$ cat src/rtl/rmf_pkg.sv
package rmf_pkg;
  parameter int WORD_W = 32;
  localparam int IDX_W = $clog2(WORD_W);

  // strobes handed from control to datapath
  typedef struct packed {
    logic [IDX_W-1:0]  rightAmt;  // rotate amount normalised to a right rotate
    logic [WORD_W-1:0] keepMask;  // bits that survive
  } rmf_ctrl_t;

  // n low bits set; callers map index 0 to a full mask
  function automatic logic [WORD_W-1:0] lowMask(input logic [IDX_W-1:0] n);
    logic [WORD_W-1:0] m;
    for (int i = 0; i < WORD_W; i++) m[i] = (i < int'(n));
    return m;
  endfunction
endpackage

$ cat src/rtl/rmf_ctrl.sv
module rmf_ctrl
  import rmf_pkg::*;
(
  input  logic [IDX_W-1:0]  rotAmt,
  input  logic [IDX_W-1:0]  endIdx,
  input  logic              rotRight,
  input  logic              invEnd,
  input  logic              insertMode,
  input  logic              useRegMask,
  input  logic [WORD_W-1:0] regMask,
  output rmf_ctrl_t         ctrl
);
  localparam logic [WORD_W-1:0] ALL_ONES = '1;

  logic [IDX_W-1:0]  shiftIdx;
  logic [WORD_W-1:0] rawEnd;
  logic [WORD_W-1:0] endMask;
  logic [WORD_W-1:0] shiftMask;

  always_comb begin
    // modulo WORD_W arithmetic: 32-rot truncates to 0 when rot is 0
    shiftIdx = rotRight ? IDX_W'(0) - rotAmt : rotAmt;
    if (endIdx != '0)    rawEnd = lowMask(endIdx);
    else if (useRegMask) rawEnd = regMask;
    else                 rawEnd = ALL_ONES;
    endMask   = invEnd ? ~rawEnd : rawEnd;
    shiftMask = (shiftIdx == '0) ? ALL_ONES : lowMask(shiftIdx);

    ctrl.rightAmt = rotRight ? rotAmt : IDX_W'(0) - rotAmt;
    ctrl.keepMask = insertMode ? (endMask & ~shiftMask) : (endMask & shiftMask);
  end

  always_comb begin
    if (rotRight)
      AST_SHIFT_WIDTH: assert ($countones(shiftMask) ==
                               ((rotAmt == '0) ? WORD_W : WORD_W - int'(rotAmt)));
    if (insertMode && rotAmt == '0)
      AST_INSERT_ROT0_EMPTY: assert (ctrl.keepMask == '0);
    if (endIdx != '0 && !invEnd)
      AST_END_WIDTH: assert ($countones(endMask) == int'(endIdx));
  end
endmodule

$ cat src/rtl/rmf_datapath.sv
module rmf_datapath
  import rmf_pkg::*;
(
  input  logic [WORD_W-1:0] srcWord,
  input  rmf_ctrl_t         ctrl,
  output logic [WORD_W-1:0] result
);
  logic [WORD_W-1:0] stage [IDX_W+1];

  assign stage[0] = srcWord;

  // logarithmic right rotator, one stage per amount bit
  for (genvar k = 0; k < IDX_W; k++) begin : g_rot
    localparam int STEP = 1 << k;
    assign stage[k+1] = ctrl.rightAmt[k]
                      ? {stage[k][STEP-1:0], stage[k][WORD_W-1:STEP]}
                      : stage[k];
  end

  assign result = stage[IDX_W] & ctrl.keepMask;

  always_comb begin
    if (ctrl.rightAmt == '0)
      AST_ROT_ZERO_PASS: assert (stage[IDX_W] == srcWord);
    AST_MASK_RESPECTED: assert ((result & ~ctrl.keepMask) == '0);
    AST_POPCOUNT_KEPT: assert ($countones(stage[IDX_W]) == $countones(srcWord));
  end
endmodule

$ cat src/rtl/rmf_shifter.sv
module rmf_shifter
  import rmf_pkg::*;
(
  input  logic [31:0] srcWord,
  input  logic [4:0]  rotAmt,
  input  logic [4:0]  endIdx,
  input  logic        rotRight,
  input  logic        invEnd,
  input  logic        insertMode,
  input  logic        useRegMask,
  input  logic [31:0] regMask,
  output logic [31:0] result
);
  rmf_ctrl_t ctrlStrobes;

  rmf_ctrl u_ctrl (
    .rotAmt     (rotAmt),
    .endIdx     (endIdx),
    .rotRight   (rotRight),
    .invEnd     (invEnd),
    .insertMode (insertMode),
    .useRegMask (useRegMask),
    .regMask    (regMask),
    .ctrl       (ctrlStrobes)
  );

  rmf_datapath u_dp (
    .srcWord (srcWord),
    .ctrl    (ctrlStrobes),
    .result  (result)
  );
endmodule

$ cat config.mk
export PLATFORM = sky130hd
export DESIGN_NAME = rmf_shifter
export DESIGN_NICKNAME = d
export VERILOG_FILES = /design/src/rtl/rmf_pkg.sv /design/src/rtl/rmf_ctrl.sv /design/src/rtl/rmf_datapath.sv /design/src/rtl/rmf_shifter.sv
export SDC_FILE = /design/constraint.sdc
export NUM_CORES = 1
export LEC_CHECK = 0
export CORE_MARGIN = 2
export CORE_UTILIZATION = 30
export DETAILED_ROUTE_END_ITERATION = 10
export PLACE_DENSITY = 0.67
export SLEW_MARGIN = 15
export SYNTH_ARGS = -nofsm -noshare
export SYNTH_HDL_FRONTEND = slang
export SYNTH_SLANG_ARGS = --single-unit
$ cat constraint.sdc
create_clock -name vclk -period 3.3
set_clock_uncertainty 0.1 [all_clocks]
set_input_delay 0.33 -clock vclk [all_inputs]
set_output_delay 0.33 -clock vclk [all_outputs]
set_load 0.01 [all_outputs]
==> results of run 1 <==
-- placed cells by master (no fill, tap or decap), types with 3 or more instances in the layout --
| master | netlist | layout |
|---|---|---|
| sky130_fd_sc_hd__a211oi_1 | 5 | 3 |
| sky130_fd_sc_hd__a21oi_1 | 13 | 12 |
| sky130_fd_sc_hd__a22oi_1 | 6 | 6 |
| sky130_fd_sc_hd__and3_1 | 4 | 4 |
| sky130_fd_sc_hd__buf_12 | 0 | 4 |
| sky130_fd_sc_hd__buf_2 | 14 | 9 |
| sky130_fd_sc_hd__buf_4 | 8 | 93 |
| sky130_fd_sc_hd__clkdlybuf4s15_2 | 0 | 7 |
| sky130_fd_sc_hd__clkdlybuf4s50_1 | 0 | 73 |
| sky130_fd_sc_hd__dlygate4sd2_1 | 0 | 19 |
| sky130_fd_sc_hd__inv_1 | 6 | 5 |
| sky130_fd_sc_hd__mux2_2 | 51 | 50 |
| sky130_fd_sc_hd__mux2_4 | 1 | 5 |
| sky130_fd_sc_hd__mux2i_1 | 111 | 97 |
| sky130_fd_sc_hd__mux2i_2 | 0 | 12 |
| sky130_fd_sc_hd__nand2_1 | 19 | 19 |
| sky130_fd_sc_hd__nand2b_1 | 3 | 3 |
| sky130_fd_sc_hd__nand3_1 | 4 | 4 |
| sky130_fd_sc_hd__nor2_1 | 20 | 20 |
| sky130_fd_sc_hd__nor3_1 | 34 | 22 |
| sky130_fd_sc_hd__nor3_2 | 7 | 14 |
| sky130_fd_sc_hd__nor3_4 | 0 | 5 |
| sky130_fd_sc_hd__nor4_1 | 8 | 3 |
| sky130_fd_sc_hd__nor4_2 | 0 | 5 |
| sky130_fd_sc_hd__o211ai_1 | 3 | 3 |
| sky130_fd_sc_hd__o21a_1 | 3 | 3 |
| sky130_fd_sc_hd__o21ai_0 | 41 | 40 |
| sky130_fd_sc_hd__o21ai_1 | 2 | 3 |
| sky130_fd_sc_hd__o22ai_1 | 4 | 4 |
| sky130_fd_sc_hd__xnor2_1 | 31 | 31 |
| sky130_fd_sc_hd__xor2_1 | 34 | 33 |
-- report_power, final --
part	internal, uW	leakage (uW)	switching (uW)
clock	0	0	0
combinational	684	0.00258	687
sequential	0	0	0
-- worst paths after layout --
kind / to / slack [ns] / cells after the start
worst max-delay path: result[15] / 0.12 / 10
worst min-delay path: result[11] / 1.19 / 4
-- per-layer routing --
metal / up-vias / part of all wire (%)
li1: 2169 / -
met1: 2084 / 45
met2: 174 / 47
met3: 30 / 5.4
met4: 0 / 2.4
met5: - / 0
-- cell families (layout without fill, tap and decap cells) --
group / count (synthesis) / after routing / share of synthesized area [%]
adder cells (fa/ha/maj): 1 / 1 / 0.324
multiplexers: 163 / 166 / 44.1
AND/OR/NAND/NOR: 115 / 115 / 16.1
AO/OA/AOI/OAI: 94 / 94 / 15.7
buffers and inverters: 55 / 218 / 7.75
XOR/XNOR: 68 / 68 / 16.0
-- area by class of cell --
cell class         instances  area, um2  area share, %
multi-input cells        444       3920           64.8
repair buffers           210       1880           31.1
well taps                172        215           3.56
inverters                  8       30.0          0.497
-- metrics by stage --
stage	hold WS [ns]	total power [uW]	util, %	instance area [um2]	worst slack (ns)
2_1_floorplan	0.786	759	-	3860	0.331
3_3_place_gp	1.48	1230	45.0	5660	-0.516
3_5_place_dp	1.49	1250	45.0	5660	-0.586
4_1_cts	1.18	1330	47.3	5950	0.0445
5_1_grt	1.22	1460	48.1	6040	-0.0424
6_report	1.19	1370	48.1	6040	0.122
-- synthesized netlist by cell type, types with 3 or more instances --
cell type / instances
sky130_fd_sc_hd__buf_2: 14
sky130_fd_sc_hd__a22oi_1: 6
sky130_fd_sc_hd__nor4_1: 8
sky130_fd_sc_hd__nand2_1: 19
sky130_fd_sc_hd__clkbuf_1: 16
sky130_fd_sc_hd__mux2_2: 51
sky130_fd_sc_hd__inv_1: 6
sky130_fd_sc_hd__o21a_1: 3
sky130_fd_sc_hd__buf_4: 8
sky130_fd_sc_hd__and3_1: 4
sky130_fd_sc_hd__a21oi_1: 13
sky130_fd_sc_hd__o21ai_0: 41
sky130_fd_sc_hd__nand3_1: 4
sky130_fd_sc_hd__or3_1: 3
sky130_fd_sc_hd__o22ai_1: 4
sky130_fd_sc_hd__xor2_1: 34
sky130_fd_sc_hd__nor2_1: 20
sky130_fd_sc_hd__buf_6: 6
sky130_fd_sc_hd__nor3_1: 34
sky130_fd_sc_hd__buf_1: 3
sky130_fd_sc_hd__o211ai_1: 3
sky130_fd_sc_hd__xnor2_1: 31
sky130_fd_sc_hd__mux2i_1: 111
sky130_fd_sc_hd__nand2b_1: 3
sky130_fd_sc_hd__nor3_2: 7
sky130_fd_sc_hd__a211oi_1: 5
-- what timing repair did --
item                       in CTS  in global routing
pin swaps                      14                  1
hold endpoints to repair        0                  0
gates cloned                    3                  1
setup endpoints to repair      32                 11
buffers inserted               10                  0
gates resized for setup       113                 15
hold buffers                    0                  0
-- tightest hold or removal path: stages --
cell	delay [ns]
sky130_fd_sc_hd__buf_2	0.21
sky130_fd_sc_hd__xor2_1	0.22
sky130_fd_sc_hd__nor3_2	0.07
sky130_fd_sc_hd__buf_2	0.13
==> key figures, run 1 <==
GRT
  • Initial antenna violation count: 0
  • Wire length of the first global-routing pass: 22700 um
  • Global-route usage over all layers: 19.5%
  • Met2 track utilization from global routing: 33.2%
  • Vias in the first global route: 4538
  • Total overflow reported by the global router: 0
  • GRT met1 Usage: 26.5%
  • Global-route layer with the greatest usage: met2
  • Largest net degree at the start of global routing: 33
  • Met3 routing resource usage after global routing: 2.14%

Placement
  • Number of instances in the placed design: 820
  • Global placement routability congestion: 0.926
  • Count of buffers from port buffering: 110
  • DPL Wire Length: 11400 um

Synthesis
  • Most area-consuming cells after synthesis: sky130_fd_sc_hd__mux2i_1 29%, sky130_fd_sc_hd__mux2_2 15%, sky130_fd_sc_hd__xor2_1 7.7%
  • Cell taking the most area after synthesis: sky130_fd_sc_hd__mux2i_1
  • Synth warnings: 0
  • Fraction of synthesized cell area taken by the top area cell type: 28.8%
  • Number of instances in the synthesized netlist: 496
  • Share of synthesized area occupied by flip-flops and latches: 0%
  • Net Count, Synth: 575
  • Syn avg cell area: 7.78 um2
  • Distinct cell type count after synthesis: 59
  • Combined area of all synthesized cells: 3860 um2

Critical path
  • Worst Setup SP: rotAmt[1]
  • Critical path endpoint category: primary output
  • Cell breakdown of the critical path: dlygate4sd2_1 > inv_2 > ha_4 > mux2_4 > mux2_2 > mux2i_2 > mux2i_1 > mux2i_2 > nor4bb_2 > dlygate4sd2_1
  • Critical-path cell with the highest stage delay: sky130_fd_sc_hd__mux2_4
  • Path type of the worst setup path: in2out
  • CP bufs+invs: 3
  • Crit path DAT: 2.75 ns
  • Critical Path RT: 2.87 ns
  • Worst path max stage delay: 0.33 ns
  • Worst path top cell family by delay: multiplexers
  • Kind of start point of the critical path: input port
  • Maximum fanout encountered on the critical timing path: 6

Finish
  • P&R area growth vs syn: 56.6%
  • N_diodes: 0
  • CLK BUF: 0
  • Flip-flop and latch count: 0
  • Sequential standard cell area: 0 um2
  • Post-route non-filler standard cell count: 834
  • Fillers: 1209
  • Share of layout cells above drive strength 1: 35.3%
  • Final Net Count: 743

Floorplan
  • Width of the die: 117 um
  • Vertical die dimension: 117 um
  • Initial standard-cell utilization of the core: 30.7%
  • DIE AREA: 13800 um2
  • Number of placed I/O pins: 110
  • Floorplan core area: 12600 um2
  • Std-Cell Rows: 41

Pwr
  • Total power density per cell area: 227 nW/um2
  • Leakage: 0.00258 uW
  • Max VDD drop: 0.0000898 V

Drt
  • Initial DRT Pass Iterations: 5
  • Post-detailed-route count of antenna-violating nets: 0
  • Via density per instance: 5.34
  • Total vias in the final route: 4457
  • First-iteration detailed-routing DRC count: 264
  • Post-detailed-routing wire length: 14300 um
  • DRC: 0
  • Wirelength per Cell: 17.2 um

Timing
  • Number of failing hold endpoints at the final stage: 0
  • Final critical delay including setup and external delays: 3.18 ns
  • Highest attainable clock frequency: 315 MHz
  • Slew Limit Fails: 0
  • TNS Setup: 0 ns
  • Max-Slew Margin vs Limit: 66.6%
  • Final setup violation count: 0
  • Share of the cycle needed by the critical path after routing: 96.3%
  • Worst-margin pin slew: 0.488 ns

Status
  • Outcome: finished, final reports clean

Hold path
  • Startpoint of the worst hold path: invEnd
  • Hold Path Class: in2out

Run
  • Number of max-cap violations: 0
No activity file was read; power rests on OpenSTA's default activity.
==> run 2, diff against run 1 <==
- MAX_ROUTING_LAYER: default -> met4
==> run 2 against run 1 <==
Count of clock-buffer cells in the layout unchanged. Setup slack worse by 0.096 ns. Wire length up 2.7%. Worst hold slack better by 0.091 ns. First-iteration DRC count up 4.2%. Sequential share of layout area unchanged. Utilization unchanged. Critical path depth up 2.
==> key figures, run 2 (same netlist as run 1, synthesis figures left out) <==
Status
  • Outcome: finished, final reports clean

Timing
  • TNS Setup: 0 ns (unchanged)
  • Share of the cycle needed by the critical path after routing: 99.2% (+2.9 points)
  • Final critical delay including setup and external delays: 3.27 ns (+0.0955 ns)
  • Setup repair after global routing missed its margin: true
  • Number of failing hold endpoints at the final stage: 0 (unchanged)
  • Slew Limit Fails: 0 (unchanged)
  • Worst hold slack after final layout: 1.28 ns (+0.0906 ns)
  • Max-Slew Margin vs Limit: 59.9% (-6.8 points)
  • Worst-margin pin slew: 0.602 ns (+0.114 ns)
  • Highest attainable clock frequency: 305 MHz (-2.9%)
  • Final setup violation count: 0 (unchanged)

Drt
  • Initial DRT Pass Iterations: 5 (unchanged)
  • First-iteration detailed-routing DRC count: 275 (+4.2%)
  • Post-detailed-routing wire length: 14700 um (+2.7%)
  • Wirelength per Cell: 17.6 um (+2.2%)
  • Post-detailed-route count of antenna-violating nets: 0 (unchanged)
  • DRC: 0 (unchanged)
  • Via density per instance: 5.37 (+0.46%)
  • Total vias in the final route: 4499 (+0.94%)

GRT
  • Largest net degree at the start of global routing: 32 (-3.0%)
  • Initial antenna violation count: 1 (+1)
  • Wire length of the first global-routing pass: 23800 um (+4.7%)
  • Vias in the first global route: 4744 (+4.5%)
  • Total overflow reported by the global router: 0 (unchanged)
  • Global-route usage over all layers: 21.0% (+1.5 points)

Critical path
  • Maximum fanout encountered on the critical timing path: 5 (-1)
  • Worst path max stage delay: 0.32 ns (about the same)
  • Critical path endpoint category: primary output
  • Critical-path cell with the highest stage delay: sky130_fd_sc_hd__mux2_4
  • Path type of the worst setup path: in2out
  • Cell breakdown of the critical path: dlygate4sd2_1 > inv_2 > ha_4 > mux2_4 > buf_4 > buf_4 > mux2i_1 > mux2_2 > mux2i_1 > mux2i_1 > nor3_2 > dlygate4sd2_1
  • Cell type with the highest occurrence count on the critical path: sky130_fd_sc_hd__mux2i_1
  • Kind of start point of the critical path: input port
  • Crit path DAT: 2.84 ns (+0.09 ns)
  • Critical Path RT: 2.87 ns (about the same)

Hold path
  • Hold Path Class: in2out
  • Cell count of the worst hold path: 4 (unchanged)
  • Hold Path Sink: result[26]
  • Startpoint of the worst hold path: insertMode

Floorplan
  • Std-Cell Rows: 41 (unchanged)
  • Initial standard-cell utilization of the core: 30.7% (unchanged)
  • Number of placed I/O pins: 110 (unchanged)
  • Vertical die dimension: 117 um (unchanged)
  • DIE AREA: 13800 um2 (unchanged)
  • Width of the die: 117 um (unchanged)
  • Floorplan core area: 12600 um2 (unchanged)

Finish
  • Sequential standard cell area: 0 um2 (unchanged)
  • Flip-flop and latch count: 0 (unchanged)
  • Most frequent standard cell in the layout excluding fill and tap cells: sky130_fd_sc_hd__mux2i_1
  • Share of layout cells above drive strength 1: 34.4% (-0.91 points)
  • Most frequent cells in the layout: 97 x sky130_fd_sc_hd__mux2i_1, 95 x sky130_fd_sc_hd__buf_4, 73 x sky130_fd_sc_hd__clkdlybuf4s50_1, 50 x sky130_fd_sc_hd__mux2_2, 39 x sky130_fd_sc_hd__o21ai_0
  • Final Net Count: 746 (+0.40%)
  • Final Cell Area: 6040 um2 (unchanged)
  • CLK BUF: 0 (unchanged)
  • Core Util, Final: 48.1% (unchanged)
  • Fillers: 1227 (+1.5%)
  • P&R area growth vs syn: 56.6% (unchanged)

Placement
  • DPL Wire Length: 11700 um (+2.2%)
  • Global placement routability congestion: 0.944 (+1.9%)
  • Count of buffers from port buffering: 110 (unchanged)
  • Cell Area, Placed: 5680 um2 (+0.40%)

Clock network
  • CTS Hold Buffers Added: 0 (unchanged)

Run
  • Number of max-cap violations: 0 (unchanged)
[run 2: cell types whose count changed in the layout (fill, tap and decap cells not counted), moves of 2 or more]
| cell | delta |
|---|---|
| sky130_fd_sc_hd__dlygate4sd2_1 | +2 |
| sky130_fd_sc_hd__clkdlybuf4s15_1 | +2 |
| sky130_fd_sc_hd__nor3_4 | -2 |
| sky130_fd_sc_hd__buf_2 | -4 |
| sky130_fd_sc_hd__clkdlybuf4s15_2 | -5 |
| sky130_fd_sc_hd__mux2i_4 | +2 |
| sky130_fd_sc_hd__buf_4 | +2 |
| sky130_fd_sc_hd__mux2i_2 | -2 |
| sky130_fd_sc_hd__clkbuf_2 | +5 |
[run 2: layer usage]
| metal | vias to the layer above | share of wire (%) | track usage (%) |
|---|---|---|---|
| li1 | 2172 | - | - |
| met1 | 2118 | 44 | 26.8 |
| met2 | 180 | 48 | 35.6 |
| met3 | 29 | 5.5 | 2.43 |
| met4 | 0 | 2.4 | 4.89 |
| met5 | - | 0 | - |
[run 2: per-stage QoR]
stage	cells	worst slack [ns]
floorplan	496	0.331
global placement	823	-0.500
detailed placement	823	-0.620
CTS	836	0.00698
global route	838	-0.0601
finish	838	0.0262
[run 2: critical path, delay by kind of cell]
family | cells | cell delay (ns)
mux | 5 | 1.15
buf+inv | 5 | 0.92
fa+ha+maj | 1 | 0.22
simple gates | 1 | 0.22
[run 2: worst max-delay path by stage]
| stage | slack (ns) | from | end | cells after the start |
|---|---|---|---|---|
| finish | 0.03 | rotAmt[1] | result[10] | 12 |
| global route | -0.06 | rotAmt[1] | result[10] | 12 |
| CTS | 0.007 | rotAmt[2] | result[4] | 10 |
| detailed placement | -0.62 | rotAmt[1] | result[15] | 10 |
| global placement | -0.50 | rotAmt[1] | result[22] | 12 |
| floorplan | 0.33 | rotAmt[1] | result[26] | 12 |
[run 2: area by class of cell]
class | count | area (um2) | area share [%]
inverter | 8 | 30.0 | 0.497
multi-input combinational | 443 | 3890 | 64.4
tap | 172 | 215 | 3.56
timing repair buffer | 214 | 1900 | 31.5
antenna | 1 | 2.50 | 0.0414
[run 2: timing repair]
action                     4_1_cts  5_1_grt
pin swaps                        9        4
setup endpoints to repair       32       13
setup buffers                   10        1
gates cloned                     3        0
gates resized for setup         93       26
